==> src/rtl/i2c_adj_pkg.sv <==
package i2c_adj_pkg;
  localparam int SUB_W = 8;

  typedef enum logic [2:0] {
    ST_IDLE,
    ST_RX,
    ST_ACK,
    ST_TX,
    ST_IGNORE
  } bus_state_t;

  typedef enum logic [1:0] {
    PH_ADDR,
    PH_SUB,
    PH_DATA
  } byte_phase_t;
endpackage

==> src/rtl/i2c_glitch_filter.sv <==
module i2c_glitch_filter #(
  parameter int FILT_LEN = 10
) (
  input  logic clk,
  input  logic rst,
  input  logic raw_i,
  output logic clean_o
);
  localparam int CNT_W = $clog2(FILT_LEN + 1);
  localparam logic [CNT_W-1:0] CNT_LAST = CNT_W'(FILT_LEN - 1);

  logic             sync1, sync2;
  logic [CNT_W-1:0] run_cnt;

  always_ff @(posedge clk) begin
    if (rst) begin
      sync1   <= 1'b1;
      sync2   <= 1'b1;
      clean_o <= 1'b1;
      run_cnt <= '0;
    end else begin
      sync1 <= raw_i;
      sync2 <= sync1;
      if (sync2 == clean_o) begin
        run_cnt <= '0;
      end else if (run_cnt == CNT_LAST) begin
        clean_o <= sync2;
        run_cnt <= '0;
      end else begin
        run_cnt <= run_cnt + 1'b1;
      end
    end
  end

  // the qualified level only ever moves to a level the synchronizer was holding
  AST_FILTER_FOLLOWS: assert property (@(posedge clk) disable iff (rst)
    (clean_o != $past(clean_o)) |-> (clean_o == $past(sync2)));
endmodule

==> src/rtl/i2c_adj_regbank.sv <==
module i2c_adj_regbank #(
  parameter int NUM_REGS = 16
) (
  input  logic                  clk,
  input  logic                  rst,
  input  logic                  wr_en,
  input  logic [7:0]            wr_addr,
  input  logic [7:0]            wr_data,
  output logic [NUM_REGS*8-1:0] regs_flat
);
  for (genvar i = 0; i < NUM_REGS; i++) begin : g_reg
    always_ff @(posedge clk) begin
      if (rst) begin
        regs_flat[i*8 +: 8] <= 8'h00;
      end else if (wr_en && (wr_addr == 8'(i))) begin
        regs_flat[i*8 +: 8] <= wr_data;
      end
    end
  end

  AST_WRITE_IN_RANGE: assert property (@(posedge clk) disable iff (rst)
    wr_en |-> (32'(wr_addr) < NUM_REGS));
endmodule

==> src/rtl/i2c_adj_engine.sv <==
module i2c_adj_engine
  import i2c_adj_pkg::*;
#(
  parameter logic [6:0] DEV_ADDR = 7'h46,
  parameter int         NUM_REGS = 16
) (
  input  logic             clk,
  input  logic             rst,
  input  logic             scl_f,
  input  logic             sda_f,
  input  logic [7:0]       status,
  output logic             sda_oe,
  output logic             wr_en,
  output logic [SUB_W-1:0] wr_addr,
  output logic [7:0]       wr_data
);
  localparam logic [SUB_W-1:0] LAST_SUB = SUB_W'(NUM_REGS - 1);

  bus_state_t       state;
  byte_phase_t      phase;
  logic             scl_q, sda_q;
  logic [2:0]       bit_cnt;
  logic [7:0]       shreg;
  logic             byte_full;
  logic             is_read;
  logic [SUB_W-1:0] ptr;

  logic start_det, stop_det, scl_rise, scl_fall;

  always_comb begin
    start_det = scl_f & scl_q & sda_q & ~sda_f;
    stop_det  = scl_f & scl_q & ~sda_q & sda_f;
    scl_rise  = scl_f & ~scl_q;
    scl_fall  = ~scl_f & scl_q;
  end

  always_ff @(posedge clk) begin
    if (rst) begin
      scl_q     <= 1'b1;
      sda_q     <= 1'b1;
      state     <= ST_IDLE;
      phase     <= PH_ADDR;
      bit_cnt   <= '0;
      shreg     <= '0;
      byte_full <= 1'b0;
      is_read   <= 1'b0;
      ptr       <= '0;
      sda_oe    <= 1'b0;
      wr_en     <= 1'b0;
      wr_addr   <= '0;
      wr_data   <= '0;
    end else begin
      scl_q <= scl_f;
      sda_q <= sda_f;
      wr_en <= 1'b0;
      if (stop_det) begin
        state     <= ST_IDLE;
        sda_oe    <= 1'b0;
        byte_full <= 1'b0;
      end else if (start_det) begin
        state     <= ST_RX;
        phase     <= PH_ADDR;
        bit_cnt   <= '0;
        byte_full <= 1'b0;
        sda_oe    <= 1'b0;
      end else begin
        unique case (state)
          ST_RX: begin
            if (scl_rise && !byte_full) begin
              shreg   <= {shreg[6:0], sda_f};
              bit_cnt <= bit_cnt + 1'b1;
              if (bit_cnt == 3'd7) byte_full <= 1'b1;
            end else if (scl_fall && byte_full) begin
              byte_full <= 1'b0;
              unique case (phase)
                PH_ADDR: begin
                  if (shreg[7:1] == DEV_ADDR) begin
                    is_read <= shreg[0];
                    sda_oe  <= 1'b1;
                    state   <= ST_ACK;
                  end else begin
                    state <= ST_IGNORE;
                  end
                end
                PH_SUB: begin
                  ptr    <= shreg;
                  sda_oe <= 1'b1;
                  state  <= ST_ACK;
                end
                default: begin
                  if (32'(ptr) < NUM_REGS) begin
                    wr_en   <= 1'b1;
                    wr_addr <= ptr;
                    wr_data <= shreg;
                  end
                  ptr    <= (ptr >= LAST_SUB) ? '0 : ptr + 1'b1;
                  sda_oe <= 1'b1;
                  state  <= ST_ACK;
                end
              endcase
            end
          end
          ST_ACK: begin
            if (scl_fall) begin
              bit_cnt <= '0;
              if (phase == PH_ADDR && is_read) begin
                shreg  <= status;
                sda_oe <= ~status[7];
                state  <= ST_TX;
              end else begin
                sda_oe <= 1'b0;
                state  <= ST_RX;
                if (phase == PH_ADDR) phase <= PH_SUB;
                else                  phase <= PH_DATA;
              end
            end
          end
          ST_TX: begin
            if (scl_fall) begin
              if (bit_cnt == 3'd7) begin
                sda_oe <= 1'b0;
                state  <= ST_IGNORE;
              end else begin
                shreg   <= {shreg[6:0], 1'b0};
                sda_oe  <= ~shreg[6];
                bit_cnt <= bit_cnt + 1'b1;
              end
            end
          end
          default: ;
        endcase
      end
    end
  end

  AST_STOP_RELEASES: assert property (@(posedge clk) disable iff (rst)
    stop_det |=> !sda_oe);

  AST_OE_MOVES_SCL_LOW: assert property (@(posedge clk) disable iff (rst)
    ((sda_oe != $past(sda_oe)) && !$past(start_det) && !$past(stop_det))
      |-> !$past(scl_f));

  AST_FOREIGN_SILENT: assert property (@(posedge clk) disable iff (rst)
    (state == ST_RX && phase == PH_ADDR && scl_fall && byte_full
      && shreg[7:1] != DEV_ADDR) |=> !sda_oe);

  AST_IGNORE_NO_WRITE: assert property (@(posedge clk) disable iff (rst)
    (state == ST_IGNORE) |=> !wr_en);
endmodule

==> src/rtl/i2c_adj_slave.sv <==
module i2c_adj_slave #(
  parameter logic [6:0] DEV_ADDR = 7'h46,
  parameter int         NUM_REGS = 16,
  parameter int         FILT_LEN = 10
) (
  input  logic                  clk,
  input  logic                  rst,
  input  logic                  scl_i,
  input  logic                  sda_i,
  output logic                  sda_oe,
  input  logic                  h_lock,
  input  logic                  v_lock,
  input  logic                  xray_latched,
  input  logic                  h_pol,
  input  logic                  v_pol,
  input  logic [2:0]            sync_seen,
  output logic [NUM_REGS*8-1:0] regs_flat
);
  localparam int NLINES = 2;

  logic [NLINES-1:0] raw_lines, clean_lines;
  logic [7:0]        status_byte;
  logic              wr_en;
  logic [7:0]        wr_addr, wr_data;

  assign raw_lines   = {sda_i, scl_i};
  assign status_byte = {h_lock, v_lock, xray_latched, h_pol, v_pol, sync_seen};

  for (genvar k = 0; k < NLINES; k++) begin : g_filt
    i2c_glitch_filter #(.FILT_LEN(FILT_LEN)) u_filt (
      .clk     (clk),
      .rst     (rst),
      .raw_i   (raw_lines[k]),
      .clean_o (clean_lines[k])
    );
  end

  i2c_adj_engine #(.DEV_ADDR(DEV_ADDR), .NUM_REGS(NUM_REGS)) u_engine (
    .clk     (clk),
    .rst     (rst),
    .scl_f   (clean_lines[0]),
    .sda_f   (clean_lines[1]),
    .status  (status_byte),
    .sda_oe  (sda_oe),
    .wr_en   (wr_en),
    .wr_addr (wr_addr),
    .wr_data (wr_data)
  );

  i2c_adj_regbank #(.NUM_REGS(NUM_REGS)) u_regs (
    .clk       (clk),
    .rst       (rst),
    .wr_en     (wr_en),
    .wr_addr   (wr_addr),
    .wr_data   (wr_data),
    .regs_flat (regs_flat)
  );

  AST_RESET_RELEASED: assert property (@(posedge clk)
    rst |=> !sda_oe);
endmodule

==> config.mk <==
export PLATFORM = sky130hd
export DESIGN_NAME = i2c_adj_slave
export DESIGN_NICKNAME = d
export VERILOG_FILES = /design/src/rtl/i2c_adj_pkg.sv /design/src/rtl/i2c_glitch_filter.sv /design/src/rtl/i2c_adj_regbank.sv /design/src/rtl/i2c_adj_engine.sv /design/src/rtl/i2c_adj_slave.sv
export SDC_FILE = /design/constraint.sdc
export NUM_CORES = 1
export LEC_CHECK = 0
export BUFFER_PORTS_ARGS = -buffer_cell sky130_fd_sc_hd__buf_2
export CORE_ASPECT_RATIO = 0.6
export CORE_MARGIN = 5
export CORE_UTILIZATION = 53
export CTS_CLUSTER_DIAMETER = 30
export DETAILED_ROUTE_END_ITERATION = 8
export GPL_TIMING_DRIVEN = 0
export PLACE_DENSITY_LB_ADDON = 0.15
export SLEW_MARGIN = 25
export SYNTH_ARGS = -nofsm -noshare
export SYNTH_HDL_FRONTEND = slang
export SYNTH_HIERARCHICAL = 1
export SYNTH_SLANG_ARGS = --single-unit
==> constraint.sdc <==
create_clock -name clk -period 5.1 [get_ports clk]
set_input_delay 0.51 -clock clk [delete_from_list [all_inputs] [get_ports clk]]
set_output_delay 0.51 -clock clk [all_outputs]
set_load 0.01 [all_outputs]
==> reports/summary.txt <==
Max incr delay on CP: 0.74 ns
Reg2Reg Launch Point: u_engine/state[0]
Status: complete, no violations
First-pass GRT wire length: 33,400 um
Num ports: 141
Grt ovf: 0
Syn_area_per_cell: 10.6 um2
Fin crit period: 2.31 ns
Vias: 6,081
Hpwl dp: 15,000 um
Die width: 167 um
Path length in cells of the critical path: 5
Worst Tran Pin Value: 0.845 ns
Hold Path Cell Cnt: 2
Avg WL per Cell: 18.6 um
Number of enable flip-flop cells after synthesis: 0
# DRC: 0
DRT antenna net count: 0
Hold Buf Count CTS: 0
Type of the tightest min-delay check: input port to register
Ys flop type: dfxtp_1
Drt via density: 5.46
Period utilization: 45.2%
Kind of end point of the critical path: register
Sink Count: 188
RSZ-0062 raised after global routing: no
Yosys warning count: 6
Final RePlAce weighted congestion: 0.872
Slew margin rel.: 43.5%
Initial Util: 54.2%
Final #Nets: 922
Antenna violations before repair: 0
Pleak: 4.69 nW
VDD IR-drop max: 0.195 mV
GRT Util Overall: 23.5%
CTS tree: yes
Slew Limit Fails: 0
Worst skew pair latency: 0.42 ns
Post-synth ARST share: 0%
Cell count after synthesis: 743
Worst-path fanout max: 10
Syn-to-layout area delta: 19.5%
Cts bufs inserted: 17
Die height: 104 um
Final wirelength: 20,700 um
CTS H-tree lvls: 4
Synth top area share: 47.8%
Layout cells sized above 1: 23.2%
CORE AREA: 0.0145 mm2
Detailed Routing Iterations Pass 1: 6
Largest net degree at the start of global routing: 18
Clock Path Buffers: 2
FP Rows: 34
CP arrival: 2.62 ns
Sequential-to-total area share from yosys stat: 47.8%
WHS Endpoint: g_filt[1].u_filt/sync1
Area leader, netlist: dfxtp_1
Post-CTS sizing: 0
Post-synth cell types: 59
I/O Buffers: 140
Crit path top cell by count: clkbuf_1
Number of global-route vias before repair: 6,260
Inserted Diodes: 0
Worst Hold Launch: sda_i
R2R Path End: u_engine/shreg[5]
Setup slack, reg-to-reg: 2.79 ns
Setup TNS: 0 ns
R2R cell count: 5
Max frequency: 0.433 GHz
Synth Net Count: 763
CP Class: register to register
Post-synthesis cell area: 0.00787 mm2
Crit path max-delay cell type: nor3b_1
Root buf cell: clkbuf_16
Post-place setup slack: 2.64 ns
Synth Register Bits: 188
Iter 0 DRT Violations: 425
Hold Vio Cnt, Final: 0
CP Launch Type: register
Die area: 0.0175 mm2
Setup Buffers After CTS: 0
Worst clock skew: 0.0157 ns
Final Setup Violations: 0
Slack of the critical path: 2.79 ns
CTS clk-pin slew, worst paths: 0.07 ns
Synth top area cells: dfxtp_1 48%, mux2i_1 18%, nand2b_1 11%
PwrDens: 302 mW/mm2
Total of max-cap violations: 0
Worst-path cell chain: clkbuf_1 > nor3b_1 > clkbuf_1 > o22ai_1 > a221oi_1
Bufs and invs on worst path: 2
Data required, critical path: 5.41 ns
Cell family with most CP delay: simple AND/OR/NAND/NOR gates
==> cell usage in the layout, fill, tap and decap left out, types with 2 or more instances in the layout <==
cell       netlist  layout
dfxtp_1        188     188
buf_2            6     146
mux2i_1        141     141
nand2b_1       140     140
clkbuf_1        43      45
nor2_1          32      32
inv_1           18      18
clkbuf_16        0      17
a21oi_1         16      16
nand3_1         11      11
o21ai_0         10      10
nor2b_1          9       9
a221oi_1         9       9
ha_1             8       8
nand2_1          8       8
and2_1           8       8
or2_2            7       7
o22ai_1          7       7
nand4_2          6       6
nand4_4          6       6
inv_6            0       5
xnor2_1          5       5
a31oi_1          5       5
and3b_1          3       3
xor2_1           3       3
nor3b_1          3       3
nor3_1           3       3
nand4b_1         3       3
and3_1           3       3
nand3_4          3       3
clkbuf_8         0       2
clkinv_4         0       2
or3_4            2       2
a31o_2           2       2
a22oi_1          2       2
or4_1            2       2
buf_6            2       2
a21o_1           2       2
a311oi_1         2       2
a211oi_1         2       2
==> sequential cells by signal, summed over array words and instances, names as in the netlist <==
register and flops:
u_engine/scl_q 1, u_engine/state 3, u_engine/sda_q 1, u_regs/regs_flat 128
g_filt.u_filt/sync2 2, u_engine/wr_data 8, u_engine/wr_addr 8, u_engine/ptr 8
u_engine/bit_cnt 3, u_engine/shreg 8, u_engine/wr_en 1, u_engine/phase 2
u_engine/byte_full 1, u_engine/sda_oe 1, g_filt.u_filt/clean_o 2, u_engine/is_read 1
g_filt.u_filt/sync1 2, g_filt.u_filt/run_cnt 8
==> cell families after synthesis <==
group,after synthesis,share of synthesized area (%)
compound gates,66,5.63
xor+xnor,8,0.890
fa+ha+maj,8,1.27
buf+inv,71,4.02
flops,188,47.8
mux,142,18.1
simple gates,260,22.3
==> routing by layer <==
layer | wire [um] | vias up | GRT usage, % | part of all wire, %
met3 | 1500 | 16 | 6.42 | 7.2
met4 | 136 | 0 | 5.15 | 0.66
met1 | 9760 | 2971 | 31.7 | 47
met2 | 9340 | 222 | 38.0 | 45
met5 | 0 | - | 0 | 0
li1 | - | 2872 | - | -
==> per-stage QoR <==
step | cells | total power [mW] | util, % | instance area (um2) | hold slack (ns)
CTS | 1113 | 2.85 | 64.8 | 9400 | 0.257
global placement | 1081 | 1.55 | 60.8 | 8820 | 0.394
detailed placement | 1081 | 1.55 | 60.8 | 8820 | 0.400
floorplan | 743 | 1.54 | - | 7870 | 0.389
global route | 1113 | 2.93 | 64.8 | 9400 | 0.261
finish | 1113 | 2.84 | 64.8 | 9400 | 0.271
==> cell usage after synthesis, types with 2 or more instances <==
| master | n |
|---|---|
| a311oi_1 | 2 |
| nand3_1 | 11 |
| buf_6 | 2 |
| mux2i_1 | 141 |
| clkbuf_1 | 43 |
| o22ai_1 | 7 |
| and3b_1 | 3 |
| nand4_4 | 6 |
| a31o_2 | 2 |
| ha_1 | 8 |
| or2_2 | 7 |
| o21ai_0 | 10 |
| nor2_1 | 32 |
| nand3_4 | 3 |
| xor2_1 | 3 |
| a21o_1 | 2 |
| a21oi_1 | 16 |
| a211oi_1 | 2 |
| and2_1 | 8 |
| nand4b_1 | 3 |
| and3_1 | 3 |
| dfxtp_1 | 188 |
| inv_1 | 18 |
| nand4_2 | 6 |
| nor2b_1 | 9 |
| or4_1 | 2 |
| nor3b_1 | 3 |
| a221oi_1 | 9 |
| nand2_1 | 8 |
| a22oi_1 | 2 |
| buf_2 | 6 |
| or3_4 | 2 |
| a31oi_1 | 5 |
| nor3_1 | 3 |
| nand2b_1 | 140 |
| xnor2_1 | 5 |
==> report_power, final <==
part | switching [mW] | internal (mW) | leakage [nW]
sequential | 0.00115 | 1.47 | 1.51
clock | 0.598 | 0.718 | 0.284
combinational | 0.0250 | 0.0242 | 2.89
==> worst reg2reg max path, stage by stage, from the launching register on <==
cell	delay (ns)
dfxtp_1	0.31
clkbuf_1	0.20
nor3b_1	0.74
clkbuf_1	0.47
o22ai_1	0.18
a221oi_1	0.30
==> how the worst max path moves through the flow <==
stage | start | end | slack (ns)
floorplan | g_filt[0].u_filt/clean_o | u_engine/wr_addr[2] | 3.15
global placement | rst | u_regs/regs_flat[114] | 2.68
detailed placement | rst | u_regs/regs_flat[114] | 2.64
CTS | u_engine/state[0] | u_engine/shreg[5] | 2.88
global route | u_engine/state[0] | u_engine/shreg[5] | 2.66
finish | u_engine/state[0] | u_engine/shreg[5] | 2.79
==> final cells by class <==
| class | instances | area (um2) |
|---|---|---|
| Buffer | 53 | 249 |
| Clock inverter | 11 | 126 |
| Timing Repair Buffer | 140 | 701 |
| Multi-Input combinational cell | 484 | 3790 |
| Fill cell | 1179 | 5100 |
| Clock buffer | 21 | 460 |
| Tap cell | 198 | 248 |
| Inverter | 18 | 67.6 |
| Sequential cell | 188 | 3760 |
Power figures use the tool's default switching activity.
